**src/rtl/pn10_chk_pkg.sv**
```systemverilog
package pn10_chk_pkg;

    // Tracking state of the alignment controller.
    typedef enum logic [0:0] {
        ST_HUNT  = 1'b0,
        ST_TRACK = 1'b1
    } trk_state_t;

    // Hex nibble to active-low segment pattern, bit order g f e d c b a.
    function automatic logic [6:0] hex_to_seg(input logic [3:0] nib);
        logic [6:0] pat;
        unique case (nib)
            4'h0: pat = 7'b1000000;
            4'h1: pat = 7'b1111001;
            4'h2: pat = 7'b0100100;
            4'h3: pat = 7'b0110000;
            4'h4: pat = 7'b0011001;
            4'h5: pat = 7'b0010010;
            4'h6: pat = 7'b0000010;
            4'h7: pat = 7'b1111000;
            4'h8: pat = 7'b0000000;
            4'h9: pat = 7'b0010000;
            4'hA: pat = 7'b0001000;
            4'hB: pat = 7'b0000011;
            4'hC: pat = 7'b1000110;
            4'hD: pat = 7'b0100001;
            4'hE: pat = 7'b0000110;
            4'hF: pat = 7'b0001110;
            default: pat = 7'b1111111;
        endcase
        return pat;
    endfunction

endpackage

```
**src/rtl/pn10_hex_seg.sv**
```systemverilog
module pn10_hex_seg (
    input  logic [3:0] nib,
    output logic [6:0] seg
);
    import pn10_chk_pkg::*;

    always_comb begin
        seg = hex_to_seg(nib);
    end

endmodule

```
**config.mk**
```make
export PLATFORM = sky130hd
export DESIGN_NAME = pn10_hex_seg
export DESIGN_NICKNAME = d
export VERILOG_FILES = /design/src/rtl/pn10_chk_pkg.sv /design/src/rtl/pn10_hex_seg.sv
export SDC_FILE = /design/constraint.sdc
export NUM_CORES = 1
export LEC_CHECK = 0
export BUFFER_PORTS_ARGS = -buffer_cell sky130_fd_sc_hd__buf_2
export CAP_MARGIN = 20
export CORE_AREA = 2 2 39 41
export DETAILED_ROUTE_END_ITERATION = 10
export DIE_AREA = 0 0 41 43
export PLACE_DENSITY = 0.44
export SYNTH_ARGS = -nofsm -noshare
export SYNTH_HDL_FRONTEND = slang
export SYNTH_SLANG_ARGS = --single-unit
export TNS_END_PERCENT = 50
```
**constraint.sdc**
```tcl
create_clock -name vclk -period 2.3
set_input_delay 0.115 -clock vclk [all_inputs]
set_output_delay 0.115 -clock vclk [all_outputs]
set_load 0.01 [all_outputs]
```
### After elaboration in Yosys (flattened, before gate mapping)

Memory sizes are Yosys's and may differ from the RTL's.
Index checks and enable logic that the tools add are counted.

* bits in read-only memories: 112
* input port bits: 4
* memories kept: 1
* bits in registers: 0
* word-level logic and storage cells: 1

Memories
* (name not given): depth 16, width 7, read ports 1, clocked after memory_dff 0, wr ports 0, line pn10_chk_pkg.sv:12 `unique case (nib)`

### Longest topological paths before layout

An unclocked memory read counts as a cell.

* depth in word-level cells: 1
* mapped depth: 5
* gate-level depth less buffers: 5

### Least setup slack after synthesis

No wires, ideal clock.

* path kind: in2out
* from: input port nib[1]
* to: output port seg[0]
* path buffers: 0
* setup slack: 1089 ps
* stages on the path: 5
* arrival time: 1096 ps
* data required time: 2185 ps
* path through: inv_1 > ha_1 > and2b_2 > or3b_1 > o21ai_0

* word-level cells in the longest chain between the ends: 1

RTL lines
* start, declared: line pn10_hex_seg.sv:2 `input logic [3:0] nib,`
* $mem_v2 16x7
* end, declared: line pn10_hex_seg.sv:3 `output logic [6:0] seg`

Every way passes these cells.

### Worst setup path in the final report

Same ends and word-level chain as after synthesis.

==> flow_metrics.tcl <==
set metrics [dict create \
    min_period_over_period 0.6492 \
    grt_setup_unrepaired "no" \
    min_from "nib[1]" \
    grt_use_total 0.05894 \
    max_freq_mhz 669.8 \
    yosys.area.top_type "ha_1" \
    wl_um 501 \
    yosys.area_share.adder 0.3182 \
    ys_seq_area_frac 0 \
    yosysTopAreaCellShare 0.3182 \
    yosys.area_share.xor_xnor 0 \
    ant_nets 0 \
    via_per_inst 4.158 \
    synth-simple-area-share 0.1455 \
    synthTopCellsByArea "ha_1 32%, mux2i_1 15%, mux4_1 9.5%" \
    cap_violations 0 \
    dieArea_mm2 0.001763 \
    ctsResizeCount 0 \
    hold_path_class "input port to output port" \
    synth_compound_area_frac 0.1545 \
    synth.net_count 43 \
    synth_top_family_by_area "adder cells" \
    vias 237 \
    layout.area.seq_um2 0 \
    fin_nets 54 \
    grt_pass1_wl_um 800 \
    hpwl_um 413.9 \
    drt-wirelength-per-cell_um 8.789 \
    status "complete, no violations" \
    critPathArrivalTime_ps 1380 \
    finalHoldViolations 0 \
    area_delta_synth_final_pct 21.36 \
    synthDistinctLibCells 15 \
    grt_use_met2 0.1031 \
    syn_avg_cell_area_um2 8.602 \
    critPathCaptureType "output port" \
    die_y_um 43 \
    synth_mux_area_frac 0.2818 \
    drt_iter0_drc 1 \
    clkbuf_count 0 \
    grt_start_max_net_pins 13 \
    ys_warn_count 0 \
    slew-limit-headroom 0.8330 \
    drive_above_1_share 0.3171 \
    startpoint_type "input port" \
    cp-endpoint "seg[0]" \
    grt_pass1_vias 197 \
    postCtsSetupBuffers 0 \
    die_w_um 41 \
    worst_slew_pin_slew_ps 250.6 \
    cp.required_ps 2180 \
    drtPass1Iterations 4 \
    io_buffers 11 \
    antenna_found_initial 0 \
    gp_congestion 0.5846 \
    core.rowCount 14 \
    path_max_fanout 5 \
    drc 0 \
    start_util 0.1989 \
    overflow 0 \
    synth_cells 32 \
    use_met3 0 \
    grt_busiest_layer "met2" \
    worstSetupPathType "input port to output port" \
    antenna_cells 0 \
    coreArea_mm2 0.001384 \
    synthesis.area_um2 275.3 \
    period_needed_ps 1493 \
    ctsHoldBuffers 0 \
    flops_and_latches 0 \
    power.leakage_uw 0.0001903 \
    fin_worst_hold_slack_ps 632.2 \
    vdd_drop_max_mv 0.02340 \
    p_per_area_mw_per_mm2 175.2 \
    final_util 0.2414 \
    crit_start "nib[1]" \
    gr-usage-met1 0.08228 \
    final_max_slew_viol_count 0 \
    setup_tns_ps 0 \
    final-setup-viol-count 0 \
    ios 11 \
]
power breakdown:
part	leakage (uW)	internal, uW	switching (uW)	total (uW)
Clock	0	0	0	0
Combinational	0.000190	27.5	31.0	58.5
Sequential	0	0	0	0
synthesized netlist by cell type (all sizes together):
| cell | n |
|---|---|
| o21ai | 2 |
| inv | 3 |
| nand2 | 1 |
| mux2i | 4 |
| a21oi | 1 |
| mux4 | 1 |
| ha | 7 |
| buf | 2 |
| and2b | 1 |
| nor2 | 5 |
| a32o | 1 |
| or3b | 1 |
| a22o | 2 |
| mux2 | 1 |
cells by family after synthesis:
family                     Yosys count
and+or+nand+nor                      8
adders and majority gates            7
AOI/OAI and AO/OA                    6
muxes                                6
buffers and inverters                5
layout make-up:
| type | count | area, um^2 |
|---|---|---|
| Multi-Input combinational cell | 27 | 247.7 |
| Timing Repair Buffer | 11 | 55.05 |
| Fill cell | 158 | 1050 |
| Inverter | 3 | 11.26 |
| Tap cell | 16 | 20.02 |
cells in the final DEF, fill, tap and decap left out:
cell	count
o21ai_0	2
mux4_1	1
buf_2	11
or3b_1	1
nor2_1	5
ha_1	7
a22o_1	2
mux2i_1	4
a32o_1	1
a21oi_1	1
inv_1	3
mux2_2	1
nand2_1	1
and2b_2	1
critical path: stages:
cell	delay [ps]
buf_2	130
inv_1	130
ha_1	210
and2b_2	230
or3b_1	360
o21ai_0	70
buf_2	150
metrics by stage:
stage          instance area, um^2  setup WS [ps]  instances  total power (uW)
3_3_place_gp                 334.1          815.0         57             59.60
5_1_grt                      334.1          685.6         57             65.88
4_1_cts                      334.1          792.7         57             59.23
6_report                     334.1          806.9         57             58.53
3_5_place_dp                 334.1          793.4         57             59.06
2_1_floorplan                275.3           1089         32             40.73
metal layers:
layer / vias to the layer above / part of all wire
met5: - / 0
met4: 0 / 0
met3: 0 / 0.046
met2: 5 / 0.46
met1: 100 / 0.49
li1: 132 / -
how the worst min path moves through the flow:
stage / end / slack (ps) / depth (start not counted)
after global placement: seg[1] / 630 / 3
after floorplan: seg[1] / 410 / 1
after detailed placement: seg[1] / 640 / 3
after CTS: seg[1] / 640 / 3
final: seg[1] / 630 / 3
after global routing: seg[5] / 660 / 3
No activity file was read; power rests on OpenSTA's default activity.
